--- config.mk ---
export PLATFORM = sky130hd
export DESIGN_NAME = adpcm_nibble_dec
export DESIGN_NICKNAME = d
export VERILOG_FILES = /design/src/rtl/adpcm_dec_pkg.sv /design/src/rtl/adpcm_rate_tick.sv /design/src/rtl/adpcm_step_calc.sv /design/src/rtl/adpcm_nibble_dec.sv
export SDC_FILE = /design/constraint.sdc
export NUM_CORES = 1
export LEC_CHECK = 0
export BUFFER_PORTS_ARGS = -buffer_cell sky130_fd_sc_hd__buf_2
export CORE_ASPECT_RATIO = 0.8
export CORE_UTILIZATION = 40
export DETAILED_ROUTE_END_ITERATION = 12
export PLACE_DENSITY = 0.63
export SLEW_MARGIN = 20
export SYNTH_ARGS = -nofsm -noshare
export SYNTH_HDL_FRONTEND = slang
export SYNTH_HIERARCHICAL = 1
export SYNTH_SLANG_ARGS = --single-unit
export TNS_END_PERCENT = 10
--- constraint.sdc ---
create_clock -name clk_i -period 7.7 [get_ports clk_i]
set_input_delay 2.31 -clock clk_i [delete_from_list [all_inputs] [get_ports clk_i]]
set_output_delay 2.31 -clock clk_i [all_outputs]
set_load 0.01 [all_outputs]
--- src/rtl/adpcm_dec_pkg.sv ---
package adpcm_dec_pkg;
  localparam int MAG_W   = 6;
  localparam int MAG_MAX = 48;
  localparam int STEP_W  = 12;

  function automatic logic [10:0] step_base(input logic [MAG_W-1:0] m);
    case (m)
      6'd0: return 11'd16;    6'd1: return 11'd17;    6'd2: return 11'd19;    6'd3: return 11'd21;
      6'd4: return 11'd23;    6'd5: return 11'd25;    6'd6: return 11'd28;    6'd7: return 11'd31;
      6'd8: return 11'd34;    6'd9: return 11'd37;    6'd10: return 11'd41;   6'd11: return 11'd45;
      6'd12: return 11'd50;   6'd13: return 11'd55;   6'd14: return 11'd60;   6'd15: return 11'd66;
      6'd16: return 11'd73;   6'd17: return 11'd80;   6'd18: return 11'd88;   6'd19: return 11'd97;
      6'd20: return 11'd107;  6'd21: return 11'd118;  6'd22: return 11'd130;  6'd23: return 11'd143;
      6'd24: return 11'd157;  6'd25: return 11'd173;  6'd26: return 11'd190;  6'd27: return 11'd209;
      6'd28: return 11'd230;  6'd29: return 11'd253;  6'd30: return 11'd279;  6'd31: return 11'd307;
      6'd32: return 11'd337;  6'd33: return 11'd371;  6'd34: return 11'd408;  6'd35: return 11'd449;
      6'd36: return 11'd494;  6'd37: return 11'd544;  6'd38: return 11'd598;  6'd39: return 11'd658;
      6'd40: return 11'd724;  6'd41: return 11'd796;  6'd42: return 11'd876;  6'd43: return 11'd963;
      6'd44: return 11'd1060; 6'd45: return 11'd1166; 6'd46: return 11'd1282; 6'd47: return 11'd1411;
      default: return 11'd1552;
    endcase
  endfunction

  function automatic logic [STEP_W-1:0] step_delta(input logic [MAG_W-1:0] m, input logic [2:0] v);
    logic [STEP_W-1:0] b;
    b = STEP_W'(step_base(m));
    return (v[2] ? b : '0) + (v[1] ? (b >> 1) : '0) + (v[0] ? (b >> 2) : '0) + (b >> 3);
  endfunction

  function automatic logic [MAG_W-1:0] mag_next(input logic [MAG_W-1:0] m, input logic [2:0] v);
    int t;
    t = int'(m) + (v[2] ? 2 * (int'(v[1:0]) + 1) : -1);
    if (t < 0) t = 0;
    if (t > MAG_MAX) t = MAG_MAX;
    return MAG_W'(t);
  endfunction
endpackage

--- src/rtl/adpcm_rate_tick.sv ---
module adpcm_rate_tick #(
  parameter int BASE_CLKS = 672,
  parameter int ACC_INC   = 3
) (
  input  logic       clk_i,
  input  logic       rst_ni,
  input  logic       run_i,
  input  logic [3:0] rate_i,
  output logic       tick_o
);
  localparam int AW = $clog2(BASE_CLKS * 16 + ACC_INC) + 1;

  logic [AW-1:0] acc_q, sum, thr;

  assign thr    = AW'(BASE_CLKS * (16 - int'(rate_i)));
  assign sum    = acc_q + AW'(ACC_INC);
  assign tick_o = run_i && (sum >= thr);

  // remainder kept so the average period is exact
  always_ff @(posedge clk_i or negedge rst_ni) begin
    if (!rst_ni)     acc_q <= '0;
    else if (run_i)  acc_q <= tick_o ? sum - thr : sum;
  end

  a_r2_idle_acc_frozen: assert property (@(posedge clk_i) disable iff (!rst_ni)
    !run_i |=> $stable(acc_q));
endmodule

--- src/rtl/adpcm_step_calc.sv ---
module adpcm_step_calc
  import adpcm_dec_pkg::*;
#(
  parameter int PRED_W = 12
) (
  input  logic [PRED_W-1:0] pred_i,
  input  logic [MAG_W-1:0]  mag_i,
  input  logic [3:0]        code_i,
  output logic [PRED_W-1:0] pred_o,
  output logic [MAG_W-1:0]  mag_o
);
  logic [PRED_W-1:0] delta;

  assign delta  = PRED_W'(step_delta(mag_i, code_i[2:0]));
  assign pred_o = code_i[3] ? pred_i - delta : pred_i + delta;  // wraps
  assign mag_o  = mag_next(mag_i, code_i[2:0]);
endmodule

--- src/rtl/adpcm_nibble_dec.sv ---
module adpcm_nibble_dec
  import adpcm_dec_pkg::*;
#(
  parameter int BASE_CLKS = 672,
  parameter int ACC_INC   = 3,
  parameter int ADDR_W    = 16,
  parameter int LEN_W     = 17,
  parameter int PRED_W    = 12,
  parameter int PCM_W     = 16,
  parameter int PCM_GAIN  = 10
) (
  input  logic              clk_i,
  input  logic              rst_ni,
  input  logic              ctrl_we_i,
  input  logic [2:0]        ctrl_i,
  input  logic [3:0]        rate_i,
  input  logic              load_i,
  input  logic [ADDR_W-1:0] load_addr_i,
  input  logic [LEN_W-1:0]  load_len_i,
  output logic [ADDR_W-1:0] rd_addr_o,
  input  logic [7:0]        rd_data_i,
  output logic [PRED_W-1:0] sample_o,
  output logic [PCM_W-1:0]  pcm_o,
  output logic              sample_valid_o,
  output logic              playing_o,
  output logic              play_en_o,
  output logic              half_o,
  output logic              end_o,
  output logic [LEN_W-1:0]  len_o
);
  localparam logic [PRED_W-1:0] PRED_MID  = PRED_W'(1) << (PRED_W - 1);
  localparam logic [LEN_W-1:0]  HALF_MARK = LEN_W'(1) << (LEN_W - 2);

  logic              play_q, auto_q, hold_q, playing_q, nib_q;
  logic [PRED_W-1:0] pred_q, pred_base, pred_nxt;
  logic [MAG_W-1:0]  mag_q, mag_base, mag_nxt;
  logic [ADDR_W-1:0] ptr_q;
  logic [LEN_W-1:0]  len_q, len_after;
  logic [3:0]        code;
  logic              tick, auto_kill, dec;

  adpcm_rate_tick #(.BASE_CLKS(BASE_CLKS), .ACC_INC(ACC_INC)) u_tick (
    .clk_i  (clk_i),
    .rst_ni (rst_ni),
    .run_i  (playing_q | play_q),
    .rate_i (rate_i),
    .tick_o (tick)
  );

  // fresh start decodes from the midpoint with zero magnitude
  assign pred_base = playing_q ? pred_q : PRED_MID;
  assign mag_base  = playing_q ? mag_q  : '0;
  assign code      = nib_q ? rd_data_i[3:0] : rd_data_i[7:4];
  assign auto_kill = auto_q && (len_q == '0);
  assign dec       = tick && !hold_q && play_q && !auto_kill;
  assign len_after = nib_q ? len_q - 1'b1 : len_q;

  adpcm_step_calc #(.PRED_W(PRED_W)) u_calc (
    .pred_i (pred_base),
    .mag_i  (mag_base),
    .code_i (code),
    .pred_o (pred_nxt),
    .mag_o  (mag_nxt)
  );

  always_ff @(posedge clk_i or negedge rst_ni) begin
    if (!rst_ni) begin
      play_q         <= 1'b0;
      auto_q         <= 1'b0;
      hold_q         <= 1'b0;
      playing_q      <= 1'b0;
      nib_q          <= 1'b0;
      pred_q         <= PRED_MID;
      mag_q          <= '0;
      ptr_q          <= '0;
      len_q          <= '0;
      half_o         <= 1'b0;
      end_o          <= 1'b0;
      sample_valid_o <= 1'b0;
    end else begin
      sample_valid_o <= 1'b0;

      if (ctrl_we_i) {hold_q, auto_q, play_q} <= ctrl_i;
      else if (tick && !hold_q && auto_kill) play_q <= 1'b0;

      if (tick) begin
        if (hold_q)                     playing_q <= play_q;
        else if (!play_q || auto_kill)  playing_q <= 1'b0;
        else                            playing_q <= 1'b1;
      end

      if (dec) begin
        pred_q         <= pred_nxt;
        mag_q          <= mag_nxt;
        sample_valid_o <= 1'b1;
      end

      if (load_i) begin
        ptr_q  <= load_addr_i;
        len_q  <= load_len_i;
        nib_q  <= 1'b0;
        half_o <= 1'b0;
        end_o  <= 1'b0;
      end else if (dec) begin
        nib_q  <= ~nib_q;
        len_q  <= len_after;
        if (nib_q) ptr_q <= ptr_q + 1'b1;
        half_o <= (len_after <= HALF_MARK);
        if (len_after == '0) end_o <= 1'b1;
      end
    end
  end

  logic signed [31:0] pcm_full;
  assign pcm_full  = ($signed({20'd0, pred_q}) - $signed({20'd0, PRED_MID})) * PCM_GAIN;
  assign pcm_o     = pcm_full[PCM_W-1:0];
  assign sample_o  = pred_q;
  assign rd_addr_o = ptr_q;
  assign len_o     = len_q;
  assign playing_o = playing_q;
  assign play_en_o = play_q;

  a_r5_mag_clamped: assert property (@(posedge clk_i) disable iff (!rst_ni)
    mag_q <= MAG_W'(MAG_MAX));
  a_r3_ptr_after_low: assert property (@(posedge clk_i) disable iff (!rst_ni)
    (dec && nib_q && !load_i) |=> ptr_q == $past(ptr_q) + 1'b1);
  a_r3_ptr_kept_high: assert property (@(posedge clk_i) disable iff (!rst_ni)
    (dec && !nib_q && !load_i) |=> $stable(ptr_q) && $stable(len_q));
  a_r8_hold_quiet: assert property (@(posedge clk_i) disable iff (!rst_ni)
    (tick && hold_q && !load_i) |=> !sample_valid_o && $stable(ptr_q) && $stable(len_q) && $stable(pred_q));
  a_r7_auto_stop: assert property (@(posedge clk_i) disable iff (!rst_ni)
    (tick && !hold_q && auto_kill && !ctrl_we_i) |=> !play_q && !playing_q && !sample_valid_o);
  a_r6_start_needs_play: assert property (@(posedge clk_i) disable iff (!rst_ni)
    $rose(playing_q) |-> $past(play_q));
  a_r11_valid_while_playing: assert property (@(posedge clk_i) disable iff (!rst_ni)
    sample_valid_o |-> playing_q);
endmodule

After elaboration in Yosys (flattened, before gate mapping)

Memory sizes are Yosys's and may differ from the RTL's.
Cells that the tools add are included.

Bits in registers: 74
Latch bits: 0
Bits in writable memories: 0
Memory bits (read-only): 704
Logic and storage cells: 82
Memories kept: 1

Memories:

| memory          | depth | width | read ports | clocked after Yosys merged registers in | wr ports | RTL line           | RTL |
|---|---|---|---|---|---|---|---|
| (no name shown) | 64    | 11    | 1          | 0                                       | 0        | adpcm_dec_pkg.sv:7 | `case (m)` |

Add/sub/neg operators: 13
$mul: 2
Div/mod/pow operators: 0
Order comparisons: 4
Equal/unequal tests: 0
Shift-type cells: 0
Muxes and demuxes: 29
Bitwise operators: 2
Reduce and logical (&&, ||, !) cells: 18

Operator list:

| operator                                                          | number |
|---|---|
| 2-to-1 mux 32 bit                                                 | 2 |
| 2-to-1 mux 17 bit                                                 | 3 |
| 2-to-1 mux 16 bit                                                 | 3 |
| adder 12 bit                                                      | 3 |
| logical NOT 17 bit                                                | 2 |
| adder 7 x 32 -> 32 bit                                            | 1 |
| greater-than comparator 32 x 7 -> 1 bit (second input constant)   | 1 |
| < comparator 32 x 1 -> 1 bit (second input constant)              | 1 |
| multiplier 6 x 32 -> 10 bit (first input constant)                | 1 |
| 2-to-1 mux 12 bit                                                 | 2 |
| less-or-equal comparator 17 x 16 -> 1 bit (second input constant) | 1 |
| subtractor 17 x 1 -> 17 bit (second input constant)               | 1 |
| adder 16 x 1 -> 16 bit (second input constant)                    | 1 |
| adder 15 x 2 -> 15 bit (second input constant)                    | 1 |
| greater-or-equal comparator 15 bit                                | 1 |
| multiplier 13 x 4 -> 15 bit (second input constant)               | 1 |
| 2-to-1 mux 15 bit                                                 | 1 |
| subtractor 15 bit                                                 | 1 |
| subtractor 12 x 12 -> 13 bit (second input constant)              | 1 |
| adder 12 x 8 -> 12 bit                                            | 1 |
| 2-to-1 mux 1 bit                                                  | 12 |
| 2-to-1 mux 6 bit                                                  | 2 |
| subtractor 12 bit                                                 | 1 |
| 2-to-1 mux 11 bit                                                 | 1 |
| 12 further kinds                                                  | 23 |

Depth between registers and ports, before layout

Depth after elaboration: 9
Gate-level depth with buffers: 33

Hierarchy

Netlist, hierarchy kept.

Modules (own cells, without submodules):

| module           | times used | cells an instance | area an instance (um2) |
|---|---|---|---|
| adpcm_nibble_dec | 1          | 462               | 3963.8 |
| adpcm_step_calc  | 1          | 413               | 3024.2 |
| adpcm_rate_tick  | 1          | 203               | 1793.0 |

Least setup slack after synthesis

OpenSTA, ideal clock, no wires.

Path kind: input to register
Start: input port rate_i[0]
End: register half_o
Setup time: 0.082 ns
Arrival: 7.419 ns
Data required time: 7.618 ns
Slack: 0.199 ns
Cell stages on the path: 25
Cell sequence: inv_1 > ha_1 > xnor2_1 > xnor2_1 > inv_1 > ha_1 > ha_1 > ha_1 > fa_1 > a21o_1 > a21oi_1 > xor2_1 > ha_1 > nand4_2 > or4_4 > o221ai_2 > o21bai_1 > buf_6 > nand2_1 > inv_1 > nand2b_1 > nor2_1 > o21ai_4 > or4b_2 > a31oi_1

Cells in the longest elaborated chain, start to end: 8

RTL lines:

| item                                | RTL line                | RTL |
|---|---|---|
| start: declaration                  | adpcm_nibble_dec.sv:16  | `input logic [3:0] rate_i,` |
| subtractor 5 x 4 -> 6 bit           | adpcm_rate_tick.sv:15   | `assign thr = AW'(BASE_CLKS * (16 - int'(rate_i)));` |
| multiplier 6 x 32 -> 10 bit         | adpcm_rate_tick.sv:15   |  |
| greater-or-equal comparator 15 bit  | adpcm_rate_tick.sv:17   | `assign tick_o = run_i && (sum >= thr);` |
| logical AND 1 bit                   | adpcm_rate_tick.sv:17   |  |
| via tick                            | adpcm_nibble_dec.sv:40  | `logic tick, auto_kill, dec;` |
| logical AND 1 bit (3 in series)     | adpcm_nibble_dec.sv:55  | `assign dec = tick && !hold_q && play_q && !auto_kill;` |
| nonzero test 2 bit (no source line) | n/a                     |  |
| end signal: assignment              | adpcm_nibble_dec.sv:108 | `half_o <= (len_after <= HALF_MARK);` |
| end: declaration                    | adpcm_nibble_dec.sv:27  | `output logic half_o,` |

The timed path passes the listed nets, and every way through them passes these cells.
A chain may end at the register's enable or synchronous reset.

Worst setup path in the final report

Same ends and word-level chain as after synthesis.

==> metrics <==
status finished clean; Async SR Flop Fraction 1.00; die area 0.0226 sq mm; pre-CTS WS 0.0107 ns; clk root buf clkbuf_16; initial antenna violation count 0; Setup TNS 0 ns; CTS tree done; CP Launch Type input pin; syn_nets 1253; CTS buffer count 9; Setup Skew 0.0108 ns; syn avg cell area 8.15 sq um; Non-Filler Instances 1468; Die H 135 um; Ant. Diodes 0; post-synthesis adder-cell area fraction 0.195; number of global-route vias before repair 7295; htree depth 3; Initial Utilization 0.407; synth unique cells 90; Final Wtd Congestion 0.921; Hold EP mag_q[1]$_DFFE_PN0P_; total wire length 21100 um; EDFF count, synth 0; Total GRT Usage 0.191; Yosys warnings 6; worst path arrival time 7.56 ns; Synth Instances 1078; Setup WS post-layout 0.401 ns; hold crit path type flop to flop; worst skew pair latency 0.34 ns; GRT Residual Overflow 0; Comb pwr share 0.733; Compound-Gate Fraction of Synth Area 0.165; layout cells sized above 1 0.175; Max FO, Critical Path 9; worst rel slew slack 0.354; leading cell types in the layout, fill and taps excluded 157 x nand2_1, 114 x buf_2, 100 x ha_1, 74 x nor2_1; die width 168 um; Routed Antenna Nets 0; Mapped Area 0.00878 sq mm; Rows 48; Max Cap Violations 0; Worst Setup End Kind flop; Hold Fails Final Rpt 0; final core occ 0.463; CP Data Required Time 7.96 ns; Remaining DRCs 0; Final Cycle Share 0.948; clock power share 0.104; dpl cells 1452; Final min period 7.30 ns; worst hold path depth 2; final setup fails 0; RR Endpoint sample_o[11]$_DFFE_PN1P_; Slew @ Worst Pin 0.968 ns; drt first-iter violations 557; DR WL/cell 14.3 um; P&R area growth vs syn 13.8%; commonest non-fill, non-tap cell in the layout nand2_1; P_int 1.99 mW; Synth area leader dfrtp_1; P_leak 4.65 nW; CTS Sinks 74; sequential share of power 0.163; Switch Pwr 1.87 mW; first-pass GRT wire length 35800 um; share of the synthesized area in the top cell type 0.208; f_max 137 MHz; IO Count 118; Main synth FF type dfrtp_1; Clock Pin Slew Worst Setup and Hold Paths 0.06 ns; nets@finish 1363; register area share after synthesis 0.211; port bufs 116; Yosys reg bits 74; reg-to-reg startpoint playing_o$_DFFE_PN0P_; Area contributors post-synth dfrtp_1 21%, ha_1 14%, xnor2_1 7.3%; largest net degree at the start of global routing 75; Max IR drop VDD 0.000188 V; RSZ-0062 raised after global routing no; Via-to-Cell Ratio 5.40; PD cells 386 mW/mm^2; vias 7921; postcts setup bufs 0; main combinational cell family by area after synthesis simple AND/OR/NAND/NOR gates; Total Power 3.86 mW; Worst R2R Setup Slack 0.47 ns; Synth Area in Simple Gates 0.234; Pins Over Slew Limit 0; Hold Startpoint mag_q[1]$_DFFE_PN0P_; clk buf depth 2; Core ar. 0.0216 sq mm; detailed placement HPWL 16700 um; 1st-pass router iterations 5; # fillers 2152; R2R depth 29; crit path kind input pin to flop; switch share 0.484; Post-Synth XOR/XNOR Area 0.106; post-synthesis mux area share 0.0272
power by group through the flow:
stage / Clock, mW / Combinational (mW) / Sequential [mW]
floorplan: 0 / 2.18 / 0.623
global placement: 0 / 2.79 / 0.636
detailed placement: 0 / 2.82 / 0.636
CTS: 0.412 / 2.84 / 0.631
global route: 0.428 / 3.18 / 0.648
finish: 0.402 / 2.83 / 0.629
metal layers:
layer,track usage,share of wire,vias to the layer above
met5,0,0,-
met4,0.0296,0.0054,0
met3,0.0334,0.057,9
met2,0.298,0.43,230
met1,0.278,0.50,3712
li1,-,-,3970
repair_timing:
action / CTS / global route
gates resized for setup: 0 / 1
hold buffers: 0 / 0
setup endpoints to repair: 0 / 1
logic make-up (layout without fill, tap and decap cells):
| logic type | count (synthesis) | in the layout |
|---|---|---|
| other | 1 | 1 |
| xor gates and xnor gates | 105 | 105 |
| AOI/OAI and AO/OA | 220 | 220 |
| and+or+nand+nor | 409 | 409 |
| adders and majority gates | 123 | 123 |
| muxes | 20 | 20 |
| buffers and inverters | 126 | 241 |
| DFF | 74 | 74 |
cell type report:
cell class,count,area (sq um),area share
Clock inverter,7,58.8,0.00589
Timing Repair Buffer,148,826,0.0827
Sequential cell,74,1850,0.185
Clock buffer,9,225,0.0225
Inverter,77,289,0.0289
Multi-Input combinational cell,878,6390,0.640
Tap cell,275,344,0.0344
registers in the layout, indices dropped and copies added, names as in the netlist, 6 cells and up:
name / cells
len_o: 17
rd_addr_o: 16
u_tick/acc_q: 15
sample_o: 12
mag_q: 6
through the flow:
stage | area (sq um) | hold slack, ns
final | 9990 | 0.466
after global routing | 9990 | 0.486
after CTS | 9990 | 0.470
after detailed placement | 9700 | 0.456
after global placement | 9700 | 0.451
after floorplan | 8780 | 0.437
synthesized netlist by cell type (15+ instances only):
cell      count
a21o_1       15
and2_1       21
xnor2_1      73
dfrtp_1      73
nor2_1       74
o21ai_0      57
xor2_1       31
inv_1        73
ha_1        100
nor3_1       27
clkbuf_1     30
nand3_1      26
nand2_1     157
fa_1         23
a21oi_1      48
critical path: stages:
cell	delay (ns)
buf_2	0.09
inv_1	0.05
ha_1	0.21
xnor2_1	0.24
xnor2_1	0.17
inv_1	0.07
ha_1	0.29
ha_1	0.28
ha_1	0.23
fa_1	0.40
a21o_1	0.19
a21oi_1	0.16
xor2_1	0.09
ha_1	0.31
nand4_2	0.09
or4_4	0.49
o221ai_2	0.19
o21bai_1	0.16
nand2_1	0.10
inv_1	0.14
nand2b_1	0.07
nor2_1	0.21
o21ai_4	0.16
or4b_2	0.69
a31oi_1	0.17
worst max-delay path by stage:
stage / cells past startpoint / end / from
6_report: 25 / half_o$_DFFE_PN0P_ / rate_i[0]
5_1_grt: 27 / end_o$_DFFE_PN0P_ / rate_i[0]
4_1_cts: 30 / sample_o[11]$_DFFE_PN1P_ / playing_o$_DFFE_PN0P_
3_5_place_dp: 25 / half_o$_DFFE_PN0P_ / rate_i[0]
3_3_place_gp: 25 / half_o$_DFFE_PN0P_ / rate_i[0]
2_1_floorplan: 25 / half_o$_DFFE_PN0P_ / rate_i[0]
Note: power is estimated with default switching activity, not from simulation.
